## src/rtl/uart_regs_pkg.sv

```systemverilog
`timescale 1ns/1ps
package uart_regs_pkg;

    localparam int ADDR_W = 6;
    localparam int DATA_W = 8;

    localparam logic [ADDR_W-1:0] OFS_MODE = 6'h00;
    localparam logic [ADDR_W-1:0] OFS_STAT = 6'h04;
    localparam logic [ADDR_W-1:0] OFS_CMD  = 6'h08;
    localparam logic [ADDR_W-1:0] OFS_DATA = 6'h0C;
    localparam logic [ADDR_W-1:0] OFS_AUX  = 6'h10;
    localparam logic [ADDR_W-1:0] OFS_INT  = 6'h14;
    localparam logic [ADDR_W-1:0] OFS_DIVA = 6'h18;
    localparam logic [ADDR_W-1:0] OFS_DIVB = 6'h1C;

    localparam int RXSRC_BIT = 6;   // mode byte 0 bit picking the rx interrupt source

    typedef enum logic [2:0] {
        MISC_NOP     = 3'd0,
        MISC_PTR_RST = 3'd1,
        MISC_RX_RST  = 3'd2,
        MISC_TX_RST  = 3'd3,
        MISC_ERR_RST = 3'd4,
        MISC_BRK_CLR = 3'd5,
        MISC_BRK_ON  = 3'd6,
        MISC_BRK_OFF = 3'd7
    } misc_code_e;

    typedef enum logic [1:0] {
        CH_KEEP = 2'd0,
        CH_ON   = 2'd1,
        CH_OFF  = 2'd2,
        CH_RSVD = 2'd3
    } chan_code_e;

    typedef struct packed {
        logic ptr_rst;
        logic rx_rst;
        logic tx_rst;
        logic brk_clr;
        logic tx_on;
        logic tx_off;
        logic rx_on;
        logic rx_off;
    } cmd_act_t;

endpackage

```

## src/rtl/uart_cmd_decode.sv

```systemverilog
`timescale 1ns/1ps
module uart_cmd_decode
    import uart_regs_pkg::*;
(
    input  logic              cmd_valid,
    input  logic [DATA_W-1:0] cmd,
    output cmd_act_t          act
);
    localparam int NCH = 2;   // channel fields: index 0 receiver, 1 transmitter

    misc_code_e     misc;
    logic [NCH-1:0] ch_on;
    logic [NCH-1:0] ch_off;

    assign misc = misc_code_e'(cmd[6:4]);

    for (genvar g = 0; g < NCH; g++) begin : g_chan
        chan_code_e code;
        assign code      = chan_code_e'(cmd[2*g+1:2*g]);
        assign ch_on[g]  = cmd_valid && (code == CH_ON);
        assign ch_off[g] = cmd_valid && (code == CH_OFF);
    end

    always_comb begin
        act         = '0;
        act.ptr_rst = cmd_valid && (misc == MISC_PTR_RST);
        act.rx_rst  = cmd_valid && (misc == MISC_RX_RST);
        act.tx_rst  = cmd_valid && (misc == MISC_TX_RST);
        act.brk_clr = cmd_valid && (misc == MISC_BRK_CLR);
        act.rx_on   = ch_on[0];
        act.rx_off  = ch_off[0];
        act.tx_on   = ch_on[1];
        act.tx_off  = ch_off[1];
    end

endmodule

```

## src/rtl/uart_tx_hold.sv

```systemverilog
`timescale 1ns/1ps
module uart_tx_hold
    import uart_regs_pkg::*;
(
    input  logic              clk,
    input  logic              rst_n,
    input  logic              load,
    input  logic [DATA_W-1:0] load_data,
    input  logic              enable,
    input  logic              drop,
    input  logic              tx_ready,
    output logic              tx_valid,
    output logic [DATA_W-1:0] tx_data,
    output logic              empty
);
    typedef struct packed {
        logic              empty;
        logic [DATA_W-1:0] data;
    } hold_t;

    localparam hold_t HOLD_RST = '{empty: 1'b1, data: '0};

    hold_t hold_d, hold_q;

    assign tx_valid = enable && !hold_q.empty;
    assign tx_data  = hold_q.data;
    assign empty    = hold_q.empty;

    always_comb begin
        hold_d = hold_q;
        if (drop) begin
            hold_d.empty = 1'b1;
        end else if (load) begin
            hold_d.empty = 1'b0;
            hold_d.data  = load_data;
        end else if (tx_valid && tx_ready) begin
            hold_d.empty = 1'b1;
        end
    end

    always_ff @(posedge clk) begin
        if (!rst_n) hold_q <= HOLD_RST;
        else        hold_q <= hold_d;
    end

endmodule

```

## src/rtl/uart_irq_gen.sv

```systemverilog
`timescale 1ns/1ps
module uart_irq_gen
    import uart_regs_pkg::*;
(
    input  logic              tx_rdy,
    input  logic              rx_ready,
    input  logic              rx_full,
    input  logic              full_sel,
    input  logic              dbrk,
    input  logic              cos,
    input  logic [DATA_W-1:0] imr,
    output logic [DATA_W-1:0] isr,
    output logic              irq
);
    logic rx_src;

    assign rx_src = full_sel ? rx_full : rx_ready;
    assign isr    = {cos, 4'b0000, dbrk, rx_src, tx_rdy};
    assign irq    = |(isr & imr);

endmodule

```

## src/rtl/uart_ctrl_regs.sv

```systemverilog
`timescale 1ns/1ps
module uart_ctrl_regs
    import uart_regs_pkg::*;
#(
    parameter logic [7:0] DIV_A = 8'h00,
    parameter logic [7:0] DIV_B = 8'h00
) (
    input  logic              clk,
    input  logic              rst_n,
    input  logic              bus_sel,
    input  logic              bus_wr,
    input  logic [ADDR_W-1:0] bus_addr,
    input  logic [DATA_W-1:0] bus_wdata,
    output logic [DATA_W-1:0] bus_rdata,
    output logic              tx_valid,
    input  logic              tx_ready,
    output logic [DATA_W-1:0] tx_data,
    input  logic              rx_ready,
    input  logic              rx_full,
    input  logic [3:0]        rx_err,
    input  logic [DATA_W-1:0] rx_data,
    output logic              rx_pop,
    output logic              rx_en,
    output logic              rx_flush,
    input  logic              brk_evt,
    input  logic              cos_flag,
    output logic              dbrk_clr,
    output logic              irq
);
    localparam int NMODE = 2;

    typedef struct packed {
        logic [NMODE-1:0][DATA_W-1:0] mode;
        logic                         ptr;
        logic [DATA_W-1:0]            imr;
        logic                         tx_en;
        logic                         rx_en;
        logic                         dbrk;
    } ctl_t;

    localparam ctl_t CTL_RST = '0;

    ctl_t              ctl_d, ctl_q;
    cmd_act_t          act;
    logic              wr_acc, rd_acc;
    logic              tx_empty;
    logic [DATA_W-1:0] isr;
    logic [DATA_W-1:0] status;
    logic [DATA_W-1:0] imr_q;
    logic              dbrk_q;

    assign wr_acc = bus_sel && bus_wr;
    assign rd_acc = bus_sel && !bus_wr;
    assign imr_q  = ctl_q.imr;
    assign dbrk_q = ctl_q.dbrk;

    uart_cmd_decode u_dec (
        .cmd_valid (wr_acc && (bus_addr == OFS_CMD)),
        .cmd       (bus_wdata),
        .act       (act)
    );

    uart_tx_hold u_tx (
        .clk       (clk),
        .rst_n     (rst_n),
        .load      (wr_acc && (bus_addr == OFS_DATA)),
        .load_data (bus_wdata),
        .enable    (ctl_q.tx_en),
        .drop      (act.tx_rst),
        .tx_ready  (tx_ready),
        .tx_valid  (tx_valid),
        .tx_data   (tx_data),
        .empty     (tx_empty)
    );

    uart_irq_gen u_irq (
        .tx_rdy   (ctl_q.tx_en),
        .rx_ready (rx_ready),
        .rx_full  (rx_full),
        .full_sel (ctl_q.mode[0][RXSRC_BIT]),
        .dbrk     (dbrk_q),
        .cos      (cos_flag),
        .imr      (imr_q),
        .isr      (isr),
        .irq      (irq)
    );

    // next-state: misc action first, then transmitter, then receiver field
    always_comb begin
        ctl_d = ctl_q;
        if (wr_acc && (bus_addr == OFS_MODE)) begin
            ctl_d.mode[ctl_q.ptr] = bus_wdata;
            ctl_d.ptr             = 1'b1;
        end
        if (act.ptr_rst) ctl_d.ptr = 1'b0;
        if (act.tx_rst)  ctl_d.tx_en = 1'b0;
        if (act.tx_on)   ctl_d.tx_en = 1'b1;
        if (act.tx_off)  ctl_d.tx_en = 1'b0;
        if (act.rx_rst)  ctl_d.rx_en = 1'b0;
        if (act.rx_on)   ctl_d.rx_en = 1'b1;
        if (act.rx_off)  ctl_d.rx_en = 1'b0;
        if (act.brk_clr) ctl_d.dbrk = 1'b0;
        if (brk_evt)     ctl_d.dbrk = 1'b1;   // a new event outranks the clear
        if (wr_acc && (bus_addr == OFS_INT)) ctl_d.imr = bus_wdata;
    end

    always_ff @(posedge clk) begin
        if (!rst_n) ctl_q <= CTL_RST;
        else        ctl_q <= ctl_d;
    end

    assign status   = {rx_err, tx_empty, ctl_q.tx_en, rx_full, rx_ready};
    assign rx_pop   = rd_acc && (bus_addr == OFS_DATA) && rx_ready;
    assign rx_en    = ctl_q.rx_en;
    assign rx_flush = act.rx_rst;
    assign dbrk_clr = act.brk_clr;

    always_comb begin
        unique case (bus_addr)
            OFS_MODE: bus_rdata = ctl_q.mode[ctl_q.ptr];
            OFS_STAT: bus_rdata = status;
            OFS_DATA: bus_rdata = rx_ready ? rx_data : '0;
            OFS_INT:  bus_rdata = isr;
            OFS_DIVA: bus_rdata = DIV_A;
            OFS_DIVB: bus_rdata = DIV_B;
            default:  bus_rdata = '0;
        endcase
    end

endmodule

```

## config.mk

```make
export PLATFORM = sky130hd
export DESIGN_NAME = uart_ctrl_regs
export DESIGN_NICKNAME = d
export VERILOG_FILES = /design/src/rtl/uart_regs_pkg.sv /design/src/rtl/uart_cmd_decode.sv /design/src/rtl/uart_tx_hold.sv /design/src/rtl/uart_irq_gen.sv /design/src/rtl/uart_ctrl_regs.sv
export SDC_FILE = /design/constraint.sdc
export NUM_CORES = 1
export LEC_CHECK = 0
export BUFFER_PORTS_ARGS = -buffer_cell sky130_fd_sc_hd__buf_2
export CAP_MARGIN = 20
export CELL_PAD_IN_SITES_DETAIL_PLACEMENT = 0
export CELL_PAD_IN_SITES_GLOBAL_PLACEMENT = 1
export CORE_MARGIN = 2
export CORE_UTILIZATION = 30
export DETAILED_ROUTE_END_ITERATION = 10
export PLACE_DENSITY_LB_ADDON = 0.1
export SETUP_SLACK_MARGIN = 0.02
export SLEW_MARGIN = 25
export SYNTH_ARGS = -nofsm -noshare
export SYNTH_HDL_FRONTEND = slang
export SYNTH_SLANG_ARGS = --single-unit
```

## constraint.sdc

```tcl
create_clock -name clk -period 3.8 [get_ports clk]
set_clock_uncertainty 0.2 [all_clocks]
set_input_delay 1.14 -clock clk [delete_from_list [all_inputs] [get_ports clk]]
set_output_delay 1.14 -clock clk [all_outputs]
set_load 0.03 [all_outputs]
```

* Word level (Yosys, flattened, before mapping) *
Index checks and enable logic that the tools add are counted.

word-level totals
  bits of input ports = 35
  output and inout bits = 22
  flip-flop bits (word level) = 37
  bits in writable memories = 0
  memories = 0
  memory bits (read-only) = 0
  latch bits = 0

operators by class
  eq/ne operators = 12
  bitwise gates (word level) = 3
  mux-type cells = 16
  reductions and logical operators = 32
  add/subtract/negate cells = 0
  order comparisons = 2
  multipliers = 0
  shift-type cells = 0
  divide/modulo/power cells = 0

operators by type and width
  operator              number
  $mux W8               4
  $pmux W8 S4           1
  $logic_and A1 B1 Y1   19
  $bwmux W16            1
  $eq A6 B4 Y1 const B  2
  $mux W1               9
  $and A8 B8 Y8         1
  $demux W8 S1          1
  $reduce_bool A2 Y1    4
  $reduce_or A2 Y1      4
  $reduce_or A8 Y1      1
  $eq A3 B2 Y1 const B  2
  $eq A6 B3 Y1 const B  1
  $eq A6 B5 Y1 const B  1
  $logic_not A6 Y1      1
  $eq A2 B1 Y1 const B  2
  $eq A2 B2 Y1 const B  2
  $eq A3 B1 Y1 const B  1
  $eq A3 B3 Y1 const B  1
  $logic_not A1 Y1      2
  $lt A1 B2 Y1 const B  1
  $not A1 Y1            2
  $reduce_and A2 Y1     1
  $ge A1 B1 Y1 const B  1

* Logic depth before layout (Yosys ltp) *
Gate-level depths: netlist of the first run.

  word-level depth = 5
  mapped depth = 5
  gate-level depth less buffers = 3

* Hierarchy *
From an unflattened synthesis of the first run, not the netlist that was laid out.

second synthesis, totals
  cells, all modules = 230
  area total of the unflattened synthesis = 2079.5 µm²

by module, submodules not included
  module           cells an instance  area an instance (µm²)  seq. area each (µm²)  instances
  uart_ctrl_regs   169                1503.9                  560.5                 1
  uart_tx_hold     41                 392.9                   180.2                 1
  uart_irq_gen     12                 97.6                    0.0                   1
  uart_cmd_decode  8                  85.1                    0.0                   1

* Least setup slack after synthesis of the first run *
No wires, ideal clock.

  path kind = input -> output
  start = in bus_addr[4]
  end = out rx_pop
  path buffers = 1
  data required time = 2460 ps
  data arrival time = 2445 ps
  cell stages on the path = 4
  setup slack = 15 ps
  path through = or4b_1 buf_6 nor3_4 and3b_1

on the way
  longest elaborated chain between the ends = 3

ends and longest elaborated chain
  what                              line                   text
  start: declaration                uart_ctrl_regs.sv:12   input logic [ADDR_W-1:0] bus_addr,
  $eq A6 B4 Y1                      uart_ctrl_regs.sv:113  assign rx_pop = rd_acc && (bus_addr == OFS_DATA) && rx_ready;
  $logic_and A1 B1 Y1 (2 in a row)  uart_ctrl_regs.sv:113
  end: declaration                  uart_ctrl_regs.sv:22   output logic rx_pop,

No other way between the ends.

* Worst setup path in the final report of the first run *
  start = in bus_addr[1]
  end = out bus_rdata[3]

on the way
  longest elaborated chain between the ends = 2
  elaborated cells between the ends (all ways) = 5

ends and longest elaborated chain
  what                                        line                   text
  $eq A6 B5 Y1, or another cell as far along  uart_ctrl_regs.sv:119  unique case (bus_addr)
  $pmux W8 S4 *                               uart_ctrl_regs.sv:119
  end: declaration                            uart_ctrl_regs.sv:14   output logic [DATA_W-1:0] bus_rdata,

Every way passes the cells marked *; elsewhere a longest branch is shown, timed or not.

==> summary.md, run 1 <==
| Metric | Value |
|---|---|
| Status | `complete, no violations` |
| Drt first pass iters | `4` |
| Syn_nets | `245` |
| Syn Inst Count | `210` |
| Row count | `28` |
| # setup viols final | `0` |
| Fmax achieved | `266.0 MHz` |
| Reg clk slew, reported paths | `about 0.070 ns` |
| Non-Filler Instances | `~350` |
| Starting Density | `between 30% and 40%` |
| Crit start category | `primary input` |
| Share of layout cells above drive strength 1 | `between 30 and 40%` |
| Latest clock arrival within the worst-skew pair | `0.29 ns` |
| Commonest cells after routing, fill and taps aside | `45 x buf_2, 33 x dfxtp_1, 29 x nand2_1` |
| Final Critical Period | `3.760 ns` |
| Data arrival time of the worst path | `~2.4 ns` |
| Worst slew pin tran | `0.6577 ns` |
| Remaining antenna violation count | `0` |
| Congestion Overflow GR | `0` |
| Worst reg2reg path startpoint | `ctl_q[11]` |
| Via count | `~1800` |
| WP data required | `2.46 ns` |
| Largest net degree at the start of global routing | `34` |
| Global-route wire length before repair | `8383 um` |
| Sink Count | `33` |
| Cell at the root of the clock tree | `clkbuf_8` |
| Hold_buf cts | `0` |
| WL final | `5388 um` |
| Cell Area, Synth | `1785 um^2` |
| Placed Instances | `~340` |
| Tightest Hold Check Type | `reg2reg` |
| Synthesized area per cell | `~8.5 um^2` |
| Nets | `311` |
| Max-cap violations | `0` |
| Final setup TNS | `0 ns` |
| Unrepaired setup endpoints after global routing | `true` |
| Most common cell after layout, fill and taps aside | `buf_2` |
| WHS | `0.2591 ns` |
| DR iter-0 viols | `63` |
| Capture point of the worst reg-to-reg path | `ctl_q[23]` |
| R2r setup slk | `2.07 ns` |
| Critical path endpoint category | `primary output` |
| Port bufs | `56` |
| Final period util | `between 90% and 100%` |
| Die height | `81.15 um` |
| Initial antenna violation count | `0` |
| Die width | `around 81 um` |
| Synth async-reset ratio | `0%` |
| VDD IR max | `0.1934 mV` |
| CTS buffer count | `5` |
| Number of remaining DRC errors | `0` |
| Cell variety after synth | `40` |
| PD cells | `336.5 nW/um^2` |
| Wire length per cell | `15.31 um` |
| Hold Vio Cnt, Final | `0` |
| Vias per inst | `5.037` |
| CTS tree | `done` |
| Worst hold start | `ctl_q[27]` |
| Critical path class | `in2out` |
| GRT Total Usage | `17.22%` |
| CP Max Fanout | `7` |
| DIE AREA | `approximately 6600 um^2` |
| Layout area overhead | `38.47%` |
| Placer Congestion | `0.7290` |
| Slew margin rel. | `55.54%` |
| Prevailing post-synth register cell | `dfxtp_1` |
| ANT cells | `0` |
| CTS H-Tree Depth | `2` |
| Fin. max-slew vios | `0` |
| Clock buffer depth | `2` |
| Hpwl dp | `4031 um` |
| Synth Register Bits | `33` |
| Leak | `1.079 nW` |
| Cells on worst reg2reg path | `2` |
| Synth Warn # | `0` |
| Core Footprint | `5851 um^2` |
| Seq/Total Area, Yosys | `37.00%` |
| Number of global-route vias before repair | `1664` |
| Hold path endpoint | `ctl_q[27]` |
| Hold Path Stages | `2` |
| Post-synth EDFFs | `0` |
| Ports | `57` |
| Post-layout util | `42.26%` |
[cell type report]
class | instances | area, um^2
clock buffers | 5 | 68.82
fillers | 610 | 3378
clock inverters | 3 | 65.06
well taps | 75 | 93.84
multi-input cells | 157 | 1081
inverters | 5 | 18.77
flip-flops and latches | 33 | 660.6
repair buffers | 74 | 484.2
[Yosys cell counts (2+ instances only)]
library cell / instances / area (um^2)
o211ai_1: 2 / 15.01
nor2_1: 4 / 15.01
o2111ai_1: 2 / 17.52
nor3_1: 11 / 55.05
or3_1: 3 / 18.77
inv_1: 5 / 18.77
a21oi_1: 13 / 65.06
nand4b_1: 2 / 17.52
nand3_1: 16 / 80.08
dfxtp_1: 33 / 660.6
a221o_1: 7 / 70.07
nand2b_1: 2 / 12.51
buf_2: 3 / 15.01
mux2i_1: 24 / 240.2
nand2_1: 29 / 108.9
a31o_2: 2 / 17.52
a211oi_1: 2 / 15.01
mux2_2: 3 / 33.78
nor4b_1: 2 / 17.52
nor2b_1: 2 / 12.51
clkbuf_1: 11 / 41.29
o21ai_0: 14 / 70.07
[metal layers]
metal | GRT usage, % | vias up | part of all wire, %
met1 | 23.17 | 784 | 48
met3 | 3.778 | 10 | 7.2
li1 | - | 910 | -
met2 | 26.28 | 69 | 42
met4 | 7.797 | 0 | 1.9
met5 | 0 | - | 0
[how the worst max path moves through the flow]
stage	startpoint	endpoint	slack (ns)	depth (start not counted)
2_1_floorplan	bus_addr[4]	bus_rdata[0]	0.02	4
3_3_place_gp	bus_addr[4]	rx_pop	-0.11	5
3_5_place_dp	bus_addr[4]	rx_pop	-0.12	5
4_1_cts	bus_addr[1]	bus_rdata[7]	0.02	6
5_1_grt	bus_addr[1]	bus_rdata[3]	-0.007	6
6_report	bus_addr[1]	bus_rdata[3]	0.04	6
[through the flow]
step,power (mW),worst slack (ns),area [um^2]
floorplan,0.3916,0.02050,1787
detailed placement,0.4364,-0.1244,2220
finish,0.8319,0.04003,2472
global placement,0.4372,-0.1079,2220
CTS,0.8411,0.02134,2420
global route,0.8594,-0.007161,2472
[registers in the layout (all words and copies together), names as in the netlist]
name          flops
ctl_q            18
u_tx.tx_data      8
imr_q             4
dbrk_q            1
rx_en             1
u_tx.empty        1
[power by group]
part	internal, mW	leakage [nW]	total, mW	switching (mW)
clock network	0.261	0.0681	0.398	0.137
registers	0.347	0.266	0.349	0.00160
logic	0.0358	0.745	0.0852	0.0493
total	0.643	1.08	0.832	0.188
[kinds of logic (layout without fill, tap and decap cells)]
group                  Yosys count  in the layout  synth area share [%]
AO/OA/AOI/OAI                   47             47                 17.59
buffers and inverters           20             87                 4.835
flip-flops                      33             33                 37.00
multiplexers                    27             27                 15.35
AND/OR/NAND/NOR                 83             83                 25.23
[repair_timing]
| item | in CTS | in global routing |
|---|---|---|
| gates resized for setup | 17 | 10 |
| endpoints found under the setup margin | 10 | 9 |
| pin swaps | 4 | 9 |
| buffers inserted | 1 | 1 |
| hold endpoints to repair | 0 | 0 |
[worst max-delay path, stage by stage]
cell and delay (ns):
buf_6 0.09, or4b_4 0.55, nor3_4 0.20, buf_6 0.14, a221o_1 0.16, buf_6 0.13
Note: power is estimated with default switching activity, not from simulation.
==> run 2, diff against run 1 <==
Settings changed: SYNTH_HIERARCHICAL set to 1.
==> summary.md, run 2 <==
| Metric | Value |
|---|---|
| Setup bufs post-CTS | `0` |
| Ports | `57` |
| ANT cells | `0` |
| Tightest Hold Check Type | `reg2reg` |
| Die width | `84.51 um` |
| WL final | `between 5000 and 6000 um` |
| CTS tree | `done` |
| Drt first pass iters | `4` |
| Placer Congestion | `0.7436` |
| Global-route wire length before repair | `8300 um` |
| Die height | `about 85 um` |
| PD cells | `286.2 nW/um^2` |
| Worst slew pin tran | `0.5488 ns` |
| Leak | `1.134 nW` |
| CP Max Fanout | `4` |
| Largest net degree at the start of global routing | `32` |
| Share of layout cells above drive strength 1 | `35.27%` |
| Final setup TNS | `0 ns` |
| Number of remaining DRC errors | `0` |
| Max-cap violations | `0` |
| Max reg flops | `18` |
| Status | `complete, no violations` |
| DR iter-0 viols | `roughly 50` |
| CP Cell Sequence | `buf_2, nor4_1, nand3_1, nor2_2, and4b_1, buf_2` |
| Multi-input gate area | `1137 um^2` |
| CTS buffer count | `5` |
| Nets | `309` |
| Congestion Overflow GR | `0` |
| Syn Inst Count | `about 220` |
| Non-Filler Instances | `352` |
| Cell Area, Synth | `around 2000 um^2` |
| Row count | `29` |
| Commonest cells after routing, fill and taps aside | `56 x buf_2, 44 x nand2_1, 33 x dfxtp_1` |
| Vias per inst | `4.764` |
| VDD IR max | `roughly 0.13 mV` |
| WP data required | `between 2 and 2.5 ns` |
| Fmax achieved | `roughly 270 MHz` |
| Synth Warn # | `6` |
| Clock buffer depth | `2` |
| Wire length per cell | `14.27 um` |
| Most used cell, CP | `buf_2` |
| Hpwl dp | `about 3800 um` |
| Final Critical Period | `3.642 ns` |
| Cell at the root of the clock tree | `clkbuf_8` |
| CTS H-Tree Depth | `2` |
| Critical path endpoint category | `primary output` |
| Critical path class | `in2out` |
| Starting Density | `a little under a third` |
| Fill cell count | `a little under 700` |
| Hold Vio Cnt, Final | `0` |
| R2r setup slk | `2.27 ns` |
| Via count | `1677` |
| Slew margin rel. | `63.36%` |
| WHS | `0.2556 ns` |
| Latest clock arrival within the worst-skew pair | `0.28 ns` |
| Number of global-route vias before repair | `1607` |
| Sequential cell area | `660.6 um^2` |
| Sink Count | `33` |
| Most common cell after layout, fill and taps aside | `buf_2` |
| # setup viols final | `0` |
| Unrepaired setup endpoints after global routing | `false` |
| Final period util | `between 90% and 100%` |
| Fin. max-slew vios | `0` |
| Port bufs | `between 50 and 60` |
| Placed Instances | `344` |
| Crit start category | `primary input` |
| Reg clk slew, reported paths | `0.06 ns` |
| Biggest register | `ctl_q` |
| CP max stage delay | `0.26 ns` |
| Remaining antenna violation count | `0` |
| CP max stage cell | `nor4_1` |
| DIE AREA | `approximately 7100 um^2` |
| Tot Pwr | `674.9 uW` |
| Data arrival time of the worst path | `2.30 ns` |
| Synthesized area per cell | `8.919 um^2` |
| Initial antenna violation count | `0` |
| GRT Total Usage | `14.66%` |
| Layout area overhead | `21.30%` |
| Core Footprint | `6314 um^2` |
==> run 2: changes by cell type in the layout (fill, tap and decap cells not counted), sizes merged, moves of 5 or more <==
| cell | before | now |
|---|---|---|
| a221o | 7 | 1 |
| o21ai | 14 | 1 |
| mux2 | 3 | 8 |
| nor3 | 12 | 2 |
| buf | 74 | 68 |
| nand3 | 16 | 30 |
| mux2i | 24 | 29 |
| nand2 | 29 | 44 |
| nand4 | 1 | 8 |
| a21oi | 13 | 3 |
==> run 2: per-layer routing <==
layer | wire, um | share of wire (%) | GRT usage [%]
met4 | 49 | 0.98 | 3.896
met2 | 2185 | 43 | 22.12
met1 | 2517 | 50 | 20.78
met5 | 0 | 0 | 0
met3 | 272 | 5.4 | 3.835
==> run 2: worst paths after layout <==
path,start,end,cells past startpoint
max,bus_addr[0],dbrk_clr,6
min reg2reg,ctl_q[22],ctl_q[22],2
min,ctl_q[22],ctl_q[22],2
max reg2reg,ctl_q[11],ctl_q[14],3
==> run 2: stage by stage <==
step	setup WS [ns]	utilization, %	area, um^2
2_1_floorplan	0.2931	-	1956
3_3_place_gp	0.09238	36.01	2273
3_5_place_dp	0.08066	36.01	2273
4_1_cts	0.08029	37.32	2356
5_1_grt	0.03395	37.36	2359
6_report	0.1580	37.36	2359
==> run 2: final cells by class <==
cell class | count | area share, %
Sequential cell | 33 | 28.01
Tap cell | 77 | 4.085
Timing Repair Buffer | 68 | 15.70
Clock inverter | 2 | 0.4244
Inverter | 3 | 0.4775
Multi-Input combinational cell | 163 | 48.22
Clock buffer | 6 | 3.077
==> run 2: report_power, final <==
group | total [mW] | internal, mW | switching, mW
clock | 0.251 | 0.127 | 0.124
combinational | 0.0754 | 0.0305 | 0.0449
sequential | 0.349 | 0.347 | 0.00153
total | 0.675 | 0.504 | 0.170
==> run 2: what timing repair did <==
action | 4_1_cts | 5_1_grt
gates resized for setup | 0 | 1
hold buffers | 0 | 0
setup endpoints to repair | 0 | 2
==> run 2: critical path: cells and delay by family <==
kind	cells	cell delay, ns
buffers and inverters	2	0.35
and+or+nand+nor	4	0.82
==> run 3, diff against run 2 <==
Settings changed: CORE_UTILIZATION 30 to 39.
==> summary.md, run 3 (synthesis results as in run 2) <==
| Metric | Value |
|---|---|
| Number of global-route vias before repair | `1507` |
| CP Max Fanout | `5` |
| Final period util | `a little over nine tenths` |
| Biggest register | `ctl_q` |
| Wire length on met2 | `1885 um` |
| Nets | `310` |
| Sequential share of power | `around half` |
| Leak | `1.141 nW` |
| Unrepaired setup endpoints after global routing | `false` |
| Number of remaining DRC errors | `0` |
| Sink Count | `33` |
| WHS | `0.2591 ns` |
| Wire length per cell | `13.17 um` |
| Remaining antenna violation count | `0` |
| Starting Density | `40.89%` |
| Final worst slack | `0.1357 ns` |
| Non-Filler Instances | `approximately 340` |
| Row count | `25` |
| GRT Total Usage | `16.80%` |
| Hold Vio Cnt, Final | `0` |
| M1 WL | `2302 um` |
| Congestion Overflow GR | `0` |
| CP Launch Point | `bus_addr[1]` |
| Reg clk slew, reported paths | `0.08 ns` |
| DR iter-0 viols | `41` |
| Setup bufs post-CTS | `0` |
| Post-layout util | `49.84%` |
| VDD IR max | `0.2648 mV` |
| R2r setup slk | `2.27 ns` |
| Design area | `2370 um^2` |
| Placer Congestion | `0.7584` |
| Port bufs | `56` |
| Status | `complete, no violations` |
| Share of layout cells above drive strength 1 | `35.51%` |
| Clock share of power | `37.5%` |
| Worst reg2reg path startpoint | `ctl_q[11]` |
| Reported net switching power | `~170 uW` |
| Cell Int Power | `between 500 and 600 uW` |
| Max reg flops | `18` |
| Worst hold start | `u_tx/tx_data[6]` |
| Tightest Hold Check Type | `reg2reg` |
| Largest net degree at the start of global routing | `50` |
| Drt first pass iters | `4` |
| Die height | `74.61 um` |
| Placed instance area | `approximately 2300 um^2` |
| Crit start category | `primary input` |
| Initial antenna violation count | `0` |
| Critical path endpoint category | `primary output` |
| Vias per inst | `4.907` |
| Logic pwr share | `11.1%` |
| CTS H-Tree Depth | `2` |
| Hold Path Stages | `2` |
| Commonest cells after routing, fill and taps aside | `55 x buf_2, 44 x nand2_1, 33 x dfxtp_1` |
| Most common cell after layout, fill and taps aside | `buf_2` |
| Layout area overhead | `21.88%` |
| Net Sw Frac | `about 25%` |
| # setup viols final | `0` |
| Core Footprint | `4755 um^2` |
| Slew margin rel. | `a little under half` |
| CTS buffer count | `5` |
| Fmax achieved | `approximately 270 MHz` |
| Tot Pwr | `roughly 680 uW` |
| Ports | `57` |
| Final Critical Period | `3.664 ns` |
| Hpwl dp | `3407 um` |
| PD cells | `286.1 nW/um^2` |
| Capture point of the worst reg-to-reg path | `ctl_q[18]` |
| Critical path class | `in2out` |
| Hold path endpoint | `u_tx/tx_data[6]` |
| WL met3 | `293 um` |
| Global-route wire length before repair | `just over 7000 um` |
| DIE AREA | `approximately 5600 um^2` |
| ANT cells | `0` |
| Max-cap violations | `0` |
| CTS tree | `done` |
| Clock buffer depth | `2` |
| Worst slew pin tran | `0.7939 ns` |
| Latest clock arrival within the worst-skew pair | `0.28 ns` |
| Final setup TNS | `0 ns` |
| DR top layer | `met4` |
| Via count | `1683` |
| Pre-CTS setup slack | `0.1363 ns` |
| Die width | `74.61 um` |
| Data arrival time of the worst path | `about 2.3 ns` |
| Cell at the root of the clock tree | `clkbuf_8` |
| Placed Instances | `335` |
| Fin. max-slew vios | `0` |
| Cells on worst reg2reg path | `3` |
| WP data required | `2.46 ns` |
| WL final | `around 4500 um` |
## run 3: routing by layer
layer,up-vias,GRT usage (%)
li1,870,-
met1,754,24.09
met2,55,25.37
met3,4,3.882
met4,0,4.762
met5,-,0
## run 3: final cells by class
cell class,count,area (um^2)
clock inverters,3,17.52
repair buffers,69,392.9
flip-flops and latches,33,660.6
multi-input cells,163,1135
clock buffers,5,68.82
fillers,498,2385
well taps,67,83.83
inverters,3,11.26
## run 3: worst max-delay path by stage
stage | to | depth (start not counted)
3_3_place_gp | dbrk_clr | 7
3_5_place_dp | dbrk_clr | 7
2_1_floorplan | dbrk_clr | 4
4_1_cts | dbrk_clr | 7
6_report | dbrk_clr | 7
5_1_grt | dbrk_clr | 7
## run 3: worst max-delay path: stages
cell	delay, ns
buf_2	0.11
nor4_1	0.26
nand3_1	0.15
nor2_1	0.11
buf_4	0.14
and4b_1	0.22
clkbuf_4	0.19
## run 3: what timing repair did
action                     CTS  global route
hold buffers                 0             0
gates resized for setup      0             1
setup endpoints to repair    0             2
## run 3: power by group through the flow
stage | Sequential, mW | Clock (mW) | Combinational [mW]
4_1_cts | 0.348 | 0.264 | 0.0764
3_3_place_gp | 0.356 | 0 | 0.0763
3_5_place_dp | 0.356 | 0 | 0.0761
2_1_floorplan | 0.356 | 0 | 0.0411
6_report | 0.348 | 0.254 | 0.0756
5_1_grt | 0.348 | 0.281 | 0.0831
